**src/rtl/rxring_pkg.sv**
```systemverilog
package rxring_pkg;
    localparam int ADDR_W    = 32;
    localparam int HDR_BYTES = 4;
    localparam int CTL_EN    = 0;
    localparam int CTL_OFF   = 1;
    localparam int CTL_OFF_W = 7;
    localparam int CTL_OC    = 10;
    localparam int D_EOT     = 28;
    localparam int D_IOC     = 29;

    typedef enum logic [2:0] {
        ST_OFF, ST_IDLE, ST_FETCH, ST_RECV, ST_DROP, ST_HDR, ST_STOP
    } rx_st_e;

    localparam logic [3:0] ERR_NONE  = 4'd0;
    localparam logic [3:0] ERR_PROTO = 4'd1;
    localparam logic [3:0] ERR_OVFL  = 4'd2;
    localparam logic [3:0] ERR_WBUS  = 4'd3;
    localparam logic [3:0] ERR_DBUS  = 4'd4;

    function automatic logic [3:0] st_code(rx_st_e s);
        case (s)
            ST_OFF:  return 4'd0;
            ST_IDLE: return 4'd2;
            ST_STOP: return 4'd3;
            default: return 4'd1;
        endcase
    endfunction
endpackage

```
**src/rtl/rxring_regs.sv**
```systemverilog
module rxring_regs
    import rxring_pkg::*;
#(
    parameter int IDX_W = 9
) (
    input  logic             clk,
    input  logic             rst_n,
    input  logic             wr,
    input  logic [1:0]       sel,
    input  logic [31:0]      wdata,
    input  logic [1:0]       rsel,
    input  logic [31:0]      status,
    output logic [31:0]      rdata,
    output logic [31:0]      ctrl,
    output logic [31:0]      base,
    output logic [IDX_W-1:0] limit
);
    typedef struct packed {
        logic [31:0]      ctrl;
        logic [31:0]      base;
        logic [IDX_W-1:0] limit;
    } regs_t;

    regs_t q, d;

    always_comb begin
        d = q;
        if (wr) begin
            case (sel)
                2'd0:    d.ctrl  = wdata;
                2'd1:    d.base  = {wdata[31:12], 12'h000};
                2'd2:    d.limit = wdata[IDX_W-1:0];
                default: d = q;
            endcase
        end
        case (rsel)
            2'd0:    rdata = q.ctrl;
            2'd1:    rdata = q.base;
            2'd2:    rdata = 32'(q.limit);
            default: rdata = status;
        endcase
    end

    always_ff @(posedge clk or negedge rst_n) begin
        if (!rst_n) q <= '0;
        else        q <= d;
    end

    assign ctrl  = q.ctrl;
    assign base  = q.base;
    assign limit = q.limit;

    assert_base_aligned_R13: assert property (@(posedge clk) disable iff (!rst_n)
        base[11:0] == 12'h000);
endmodule

```
**src/rtl/rxring_engine.sv**
```systemverilog
module rxring_engine
    import rxring_pkg::*;
#(
    parameter int IDX_W = 9,
    parameter int BC_W  = 13
) (
    input  logic              clk,
    input  logic              rst_n,
    input  logic              en,
    input  logic              oc,
    input  logic [CTL_OFF_W-1:0] offset,
    input  logic [ADDR_W-1:0] ring_base,
    input  logic [IDX_W-1:0]  last_idx,
    output logic              desc_rd_req,
    output logic [ADDR_W-1:0] desc_rd_addr,
    input  logic              desc_rd_valid,
    input  logic [31:0]       desc_rd_ctrl,
    input  logic [ADDR_W-1:0] desc_rd_buf,
    input  logic              desc_rd_err,
    input  logic              rx_valid,
    input  logic [7:0]        rx_data,
    input  logic              rx_last,
    output logic              rx_ready,
    output logic              mem_wr_en,
    output logic [ADDR_W-1:0] mem_wr_addr,
    output logic [7:0]        mem_wr_data,
    input  logic              mem_wr_err,
    output logic              irq,
    output logic [IDX_W-1:0]  cur_idx,
    output logic [IDX_W-1:0]  act_idx,
    output logic [3:0]        state_code,
    output logic [3:0]        err_code
);
    typedef struct packed {
        rx_st_e            st;
        logic [IDX_W-1:0]  cur;
        logic [IDX_W-1:0]  first;
        logic              eot;
        logic              ioc;
        logic              ovf;
        logic              adv;
        logic              firstf;
        logic              irq;
        logic [ADDR_W-1:0] wptr;
        logic [ADDR_W-1:0] haddr;
        logic [BC_W-1:0]   room;
        logic [15:0]       len;
        logic [3:0]        ndesc;
        logic [1:0]        hcnt;
        logic [3:0]        err;
    } eng_t;

    localparam eng_t ENG_RST = '{st: ST_OFF, default: '0};

    eng_t q, d;
    logic [BC_W-1:0]  bc;
    logic [BC_W-1:0]  need;
    logic [IDX_W-1:0] nxt;
    logic [31:0]      hdr;
    logic             unused_bits;

    assign unused_bits = ^{desc_rd_ctrl[31:30], desc_rd_ctrl[27:BC_W]};

    always_comb begin
        d           = q;
        d.irq       = 1'b0;
        desc_rd_req = 1'b0;
        rx_ready    = 1'b0;
        mem_wr_en   = 1'b0;
        mem_wr_addr = q.wptr;
        mem_wr_data = rx_data;
        bc   = desc_rd_ctrl[BC_W-1:0];
        need = BC_W'(offset) + BC_W'(HDR_BYTES + 1);
        nxt  = q.eot ? '0 : q.cur + 1'b1;
        hdr  = {4'b0000, q.ndesc, q.ovf, 7'b0000000, q.len};
        if (!en) begin
            d = ENG_RST;
        end else begin
            case (q.st)
                ST_OFF: begin
                    d.st     = ST_IDLE;
                    d.firstf = 1'b1;
                end
                ST_IDLE: begin
                    if (q.cur != last_idx) d.st = ST_FETCH;
                end
                ST_FETCH: begin
                    desc_rd_req = 1'b1;
                    if (desc_rd_valid) begin
                        if (desc_rd_err) begin
                            d.st  = ST_STOP;
                            d.err = ERR_DBUS;
                        end else if (q.firstf) begin
                            if (bc < need) begin
                                d.st  = ST_STOP;
                                d.err = ERR_PROTO;
                            end else begin
                                d.first  = q.cur;
                                d.haddr  = desc_rd_buf;
                                d.wptr   = desc_rd_buf + ADDR_W'(offset) + ADDR_W'(HDR_BYTES);
                                d.room   = bc - need + 1'b1;
                                d.len    = '0;
                                d.ndesc  = '0;
                                d.ovf    = 1'b0;
                                d.ioc    = desc_rd_ctrl[D_IOC];
                                d.eot    = desc_rd_ctrl[D_EOT];
                                d.firstf = 1'b0;
                                d.st     = ST_RECV;
                            end
                        end else if (bc == '0) begin
                            d.st  = ST_STOP;
                            d.err = ERR_PROTO;
                        end else begin
                            d.wptr  = desc_rd_buf;
                            d.room  = bc;
                            d.ndesc = q.ndesc + 1'b1;
                            d.ioc   = q.ioc | desc_rd_ctrl[D_IOC];
                            d.eot   = desc_rd_ctrl[D_EOT];
                            d.st    = ST_RECV;
                        end
                    end
                end
                ST_RECV: begin
                    rx_ready  = 1'b1;
                    mem_wr_en = rx_valid;
                    if (rx_valid) begin
                        if (mem_wr_err) begin
                            d.st  = ST_STOP;
                            d.err = ERR_WBUS;
                        end else begin
                            d.wptr = q.wptr + 1'b1;
                            d.room = q.room - 1'b1;
                            d.len  = q.len + 1'b1;
                            if (rx_last) begin
                                d.st   = ST_HDR;
                                d.hcnt = 2'd0;
                                d.adv  = 1'b1;
                            end else if (q.room == BC_W'(1)) begin
                                d.cur = nxt;
                                if (nxt == last_idx) begin
                                    if (oc) begin
                                        d.st  = ST_DROP;
                                        d.ovf = 1'b1;
                                        d.adv = 1'b0;
                                    end else begin
                                        d.st  = ST_STOP;
                                        d.err = ERR_OVFL;
                                    end
                                end else begin
                                    d.st = ST_FETCH;
                                end
                            end
                        end
                    end
                end
                ST_DROP: begin
                    rx_ready = 1'b1;
                    if (rx_valid && rx_last) begin
                        d.st   = ST_HDR;
                        d.hcnt = 2'd0;
                    end
                end
                ST_HDR: begin
                    mem_wr_en   = 1'b1;
                    mem_wr_addr = q.haddr + ADDR_W'(q.hcnt);
                    mem_wr_data = hdr[{q.hcnt, 3'b000} +: 8];
                    if (mem_wr_err) begin
                        d.st  = ST_STOP;
                        d.err = ERR_WBUS;
                    end else begin
                        d.hcnt = q.hcnt + 1'b1;
                        if (q.hcnt == 2'd3) begin
                            d.irq    = q.ioc;
                            d.firstf = 1'b1;
                            if (q.adv) begin
                                d.cur = nxt;
                                d.st  = (nxt == last_idx) ? ST_IDLE : ST_FETCH;
                            end else begin
                                d.st  = (q.cur == last_idx) ? ST_IDLE : ST_FETCH;
                            end
                        end
                    end
                end
                default: d = q;
            endcase
        end
    end

    always_ff @(posedge clk or negedge rst_n) begin
        if (!rst_n) q <= ENG_RST;
        else        q <= d;
    end

    assign desc_rd_addr = ring_base + (ADDR_W'(q.cur) << 3);
    assign irq          = q.irq;
    assign cur_idx      = q.cur;
    assign act_idx      = q.first;
    assign state_code   = st_code(q.st);
    assign err_code     = q.err;

    assert_disable_clears_R1: assert property (@(posedge clk) disable iff (!rst_n)
        !en |=> (state_code == 4'd0 && err_code == ERR_NONE && cur_idx == '0));
    assert_idle_quiet_R2: assert property (@(posedge clk) disable iff (!rst_n)
        (state_code == 4'd2) |-> (!desc_rd_req && !rx_ready && !mem_wr_en));
    assert_desc_in_page_R3: assert property (@(posedge clk) disable iff (!rst_n)
        desc_rd_req |-> (desc_rd_addr[2:0] == 3'b000 && desc_rd_addr[31:12] == ring_base[31:12]));
    assert_irq_single_R7: assert property (@(posedge clk) disable iff (!rst_n)
        irq |=> !irq);
    assert_bus_err_halts_R10: assert property (@(posedge clk) disable iff (!rst_n)
        (en && mem_wr_en && mem_wr_err) |=> (!en || (state_code == 4'd3 && err_code == ERR_WBUS)));
    assert_err_only_stopped_R13: assert property (@(posedge clk) disable iff (!rst_n)
        (err_code != ERR_NONE) |-> (state_code == 4'd3));
endmodule

```
**src/rtl/rxring_dma.sv**
```systemverilog
module rxring_dma
    import rxring_pkg::*;
#(
    parameter int IDX_W = 9,
    parameter int BC_W  = 13
) (
    input  logic        clk,
    input  logic        rst_n,
    input  logic        reg_wr,
    input  logic [1:0]  reg_sel,
    input  logic [31:0] reg_wdata,
    input  logic [1:0]  reg_rsel,
    output logic [31:0] reg_rdata,
    output logic        desc_rd_req,
    output logic [31:0] desc_rd_addr,
    input  logic        desc_rd_valid,
    input  logic [31:0] desc_rd_ctrl,
    input  logic [31:0] desc_rd_buf,
    input  logic        desc_rd_err,
    input  logic        rx_valid,
    input  logic [7:0]  rx_data,
    input  logic        rx_last,
    output logic        rx_ready,
    output logic        mem_wr_en,
    output logic [31:0] mem_wr_addr,
    output logic [7:0]  mem_wr_data,
    input  logic        mem_wr_err,
    output logic        irq
);
    logic [31:0]      ctrl, base, status;
    logic [IDX_W-1:0] limit, cur_idx, act_idx;
    logic [3:0]       state_code, err_code;
    logic             unused_ctrl;

    assign unused_ctrl = ^{ctrl[31:11], ctrl[9:8]};
    assign status = {12'(act_idx), err_code, state_code, 12'(cur_idx)};

    rxring_regs #(.IDX_W(IDX_W)) u_regs (
        .clk(clk), .rst_n(rst_n), .wr(reg_wr), .sel(reg_sel), .wdata(reg_wdata),
        .rsel(reg_rsel), .status(status), .rdata(reg_rdata),
        .ctrl(ctrl), .base(base), .limit(limit)
    );

    rxring_engine #(.IDX_W(IDX_W), .BC_W(BC_W)) u_eng (
        .clk(clk), .rst_n(rst_n),
        .en(ctrl[CTL_EN]), .oc(ctrl[CTL_OC]), .offset(ctrl[CTL_OFF +: CTL_OFF_W]),
        .ring_base(base), .last_idx(limit),
        .desc_rd_req(desc_rd_req), .desc_rd_addr(desc_rd_addr),
        .desc_rd_valid(desc_rd_valid), .desc_rd_ctrl(desc_rd_ctrl),
        .desc_rd_buf(desc_rd_buf), .desc_rd_err(desc_rd_err),
        .rx_valid(rx_valid), .rx_data(rx_data), .rx_last(rx_last), .rx_ready(rx_ready),
        .mem_wr_en(mem_wr_en), .mem_wr_addr(mem_wr_addr), .mem_wr_data(mem_wr_data),
        .mem_wr_err(mem_wr_err), .irq(irq),
        .cur_idx(cur_idx), .act_idx(act_idx), .state_code(state_code), .err_code(err_code)
    );
endmodule

```
**config.mk**
```make
export PLATFORM = sky130hd
export DESIGN_NAME = rxring_dma
export DESIGN_NICKNAME = d
export VERILOG_FILES = /design/src/rtl/rxring_pkg.sv /design/src/rtl/rxring_regs.sv /design/src/rtl/rxring_engine.sv /design/src/rtl/rxring_dma.sv
export SDC_FILE = /design/constraint.sdc
export NUM_CORES = 1
export LEC_CHECK = 0
export BUFFER_PORTS_ARGS = -buffer_cell sky130_fd_sc_hd__buf_4
export CORE_AREA = 8 8 212 295
export DETAILED_ROUTE_END_ITERATION = 16
export DIE_AREA = 0 0 220 303
export SYNTH_ARGS = -nofsm -noshare
export SYNTH_HDL_FRONTEND = slang
export SYNTH_HIERARCHICAL = 1
export SYNTH_SLANG_ARGS = --single-unit
```
**constraint.sdc**
```tcl
create_clock -name clk -period 3.15 [get_ports clk]
set_clock_uncertainty 0.05 [all_clocks]
set_input_delay 0.63 -clock clk [delete_from_list [all_inputs] [get_ports clk]]
set_output_delay 0.63 -clock clk [all_outputs]
set_load 0.02 [all_outputs]
```
==> metrics.cfg <==
[cts]
clk_path_buf_depth=2
cts_tree=done
clock_latency_ns=0.46
path_clk_slew_ns=0.08
cts.sinks=190
numCtsBuffers=17
cts_hold_buf=0
htreeDepth=4
cts.root.buffer_cell=clkbuf_16

[route]
wl_per_cell_microns=20.2
routed-via-count=13728
dr_wl_met2_microns=29400
ant_nets=0
top_layer_used=met5
met1_length_microns=21200
wl_met3_microns=2640
avgViaCountPerCell=5.09
drc=0
drt_iter0_markers=947
finalWirelength_microns=54600
drt-pass1-iter-count=6

[final_layout]
final_util_pct=34.3
multi_input_area_sq_um=9940
area_growth_pct=39.0
final_nets=2118
layout_common_cells=buf_4, dfrtp_1, nand2_1
num-fill-cells=5986
final_common_cell=buf_4
regArea_sq_um=4760
drive_above_1_share_pct=36.2

[pwr]
leakage_uw=0.00847
cellPowerDensity_nw_per_um2=586
peakVddDrop_mv=0.410

[synth]
synthesis.area_sq_um=14300
synth_ff_type=dfrtp_1
synth_compound_area_share_pct=19.3
synthMuxAreaShare_pct=8.51
synth_cells=1647
ys_ff_latch=190
avgSynthCellArea_sq_um=8.69
yosys.area_share.adder_pct=6.09
synth-simple-area-share_pct=18.4
synth_top_area_share_pct=33.2
yosysWarnings=6
seq_area_frac_synth_pct=33.2
synthXorXnorAreaFrac_pct=7.77
synth_top_family_by_area=compound AO/OA/AOI/OAI gates
synth.area.top_cells=dfrtp_1, mux2_2, ha_1
yosysUniqueCellTypes=78
synth_edf_count=0
synthArstFlopShare_pct=100
yosysTopAreaCell=dfrtp_1

[run]
cap_violations=0

[timing]
setup_viol=131
timing.final.ws_setup_ns=-0.517
post-route-period-util_pct=116
hold_viol=0
rsz0062_at_grt=true
max-slew-margin-rel_pct=45.5
worst_pin_slew_ns=0.817
timing.final.crit_period_ns=3.67
max_freq_ghz=0.273
hold_ws_ns=0.111
drv_slew=0

[global_route]
antenna_found_initial=3
grt_use_total_pct=15.6
grt_pass1_wl_microns=81000
overflow=0
grt_pass1_vias=13943
grt_start_max_net_pins=74

[critical_path]
endpoint_kind=primary output
regToRegSetupSlack_ns=-0.27
critical_path_class=reg -> out
critPathMaxFanout=5
slowest_stage=fa_2
max_stage_delay_ns=0.41
cp.arrival_ns=2.99
startpoint_type=flop
cp-startpoint=u_eng/q[4]
r2r_start=u_regs/ctrl[2]
worst_r2r_endpoint=u_eng/act_idx[1]
crit_required_ns=2.47
r2r_cells=15
crit_chain=ha_2 > inv_2 > fa_2 > nand4b_1 > nor3_2 > buf_4 > nand2_4 > nor2_4 > buf_6 > nand2_4 > nor2_2 > xnor2_1 > o21ai_2 > buf_6

[status]
violations=negative setup slack
outcome=complete, but fails checks

[placed_design]
place.gp.congestion=0.932
hpwl_microns=39600
port_buffers=203

[floorplanning]
core-area_sq_um=58100
dieArea_sq_um=66700
pin_count=224
die_h_microns=303
row_count=105
die_w_microns=220
start_util_pct=24.6

[hold_path]
hold_class=in -> async

==> critical path, delay by kind of cell, from the launching register on <==
| family | cells | cell delay, ns |
|---|---|---|
| and+or+nand+nor | 6 | 0.77 |
| adders and majority gates | 2 | 0.60 |
| buffers and inverters | 4 | 0.49 |
| DFF | 1 | 0.38 |
| AOI/OAI and AO/OA | 1 | 0.19 |
| xor gates and xnor gates | 1 | 0.08 |
==> registers in the layout, indices dropped and copies added, names as in the netlist <==
register and count:
u_eng/cur_idx 9, u_regs/limit 9, u_eng/hdr 21, u_eng/act_idx 9, u_regs/base 20, u_eng/irq 1, u_eng/q 86, u_eng/err_code 3
u_regs/ctrl 32
==> area by class of cell <==
class / count / share of cell area [%]
Multi-Input combinational cell: 1282 / 50.0
Sequential cell: 190 / 23.9
Timing Repair Buffer: 380 / 16.9
Tap cell: 749 / 4.71
Clock buffer: 18 / 2.21
Inverter: 65 / 1.23
Clock inverter: 14 / 1.02
Antenna cell: 1 / 0.0126
==> through the flow <==
step	TNS [ns]	setup WS [ns]	std cells	cell area, sq um	power (uW)
6_report	-24.95	-0.517	2699	19900	11700
5_1_grt	-36.76	-0.632	2698	19900	12300
4_1_cts	-24.62	-0.525	2687	19300	11500
3_5_place_dp	-31.77	-0.422	2621	17300	8200
3_3_place_gp	-20.49	-0.347	2621	17300	8120
2_1_floorplan	-0.00522	-0.00522	1665	14400	6140
==> routing by layer <==
layer  up-vias  global-route usage, %
met1      6816                   17.4
met4         4                   5.15
met3        63                   2.65
met5         -                      0
met2       401                   29.4
li1       6444                      -
==> cell families after synthesis <==
kind of cell / after synthesis
muxes: 112
buffers and inverters: 194
xor gates and xnor gates: 127
adders and majority gates: 66
DFF: 190
and+or+nand+nor: 527
AOI/OAI and AO/OA: 428
other: 3
==> synthesized netlist by cell type, drive strengths merged (22+ instances only) <==
master,count
mux2,77
ha,60
nand2,145
clkbuf,67
inv,65
nor3,50
a22o,54
nand3,42
a31oi,24
o2bb2ai,22
buf,62
o21ai,148
dfrtp,190
xnor2,60
nor2,124
xor2,67
a21oi,87
nand4,29
mux2i,35
==> power by group <==
| part | switching, uW | internal (uW) | total [uW] |
|---|---|---|---|
| Sequential | 581 | 2860 | 3440 |
| Clock | 1080 | 1370 | 2450 |
| Combinational | 3170 | 2600 | 5770 |
| Total | 4830 | 6830 | 11700 |
==> worst max-delay path by stage <==
stage,to,slack (ns)
global placement,u_eng/q[37],-0.35
floorplan,mem_wr_addr[30],-0.005
finish,mem_wr_addr[30],-0.52
CTS,mem_wr_addr[24],-0.52
detailed placement,u_eng/q[49],-0.42
global route,mem_wr_addr[24],-0.63
==> what timing repair did <==
action                                  4_1_cts  5_1_grt
endpoints found under the setup margin      142      149
cloned                                        7        4
pin swaps                                   124       97
gates resized for setup                     258      129
buffers inserted                             32       18
No activity file was read; power rests on OpenSTA's default activity.
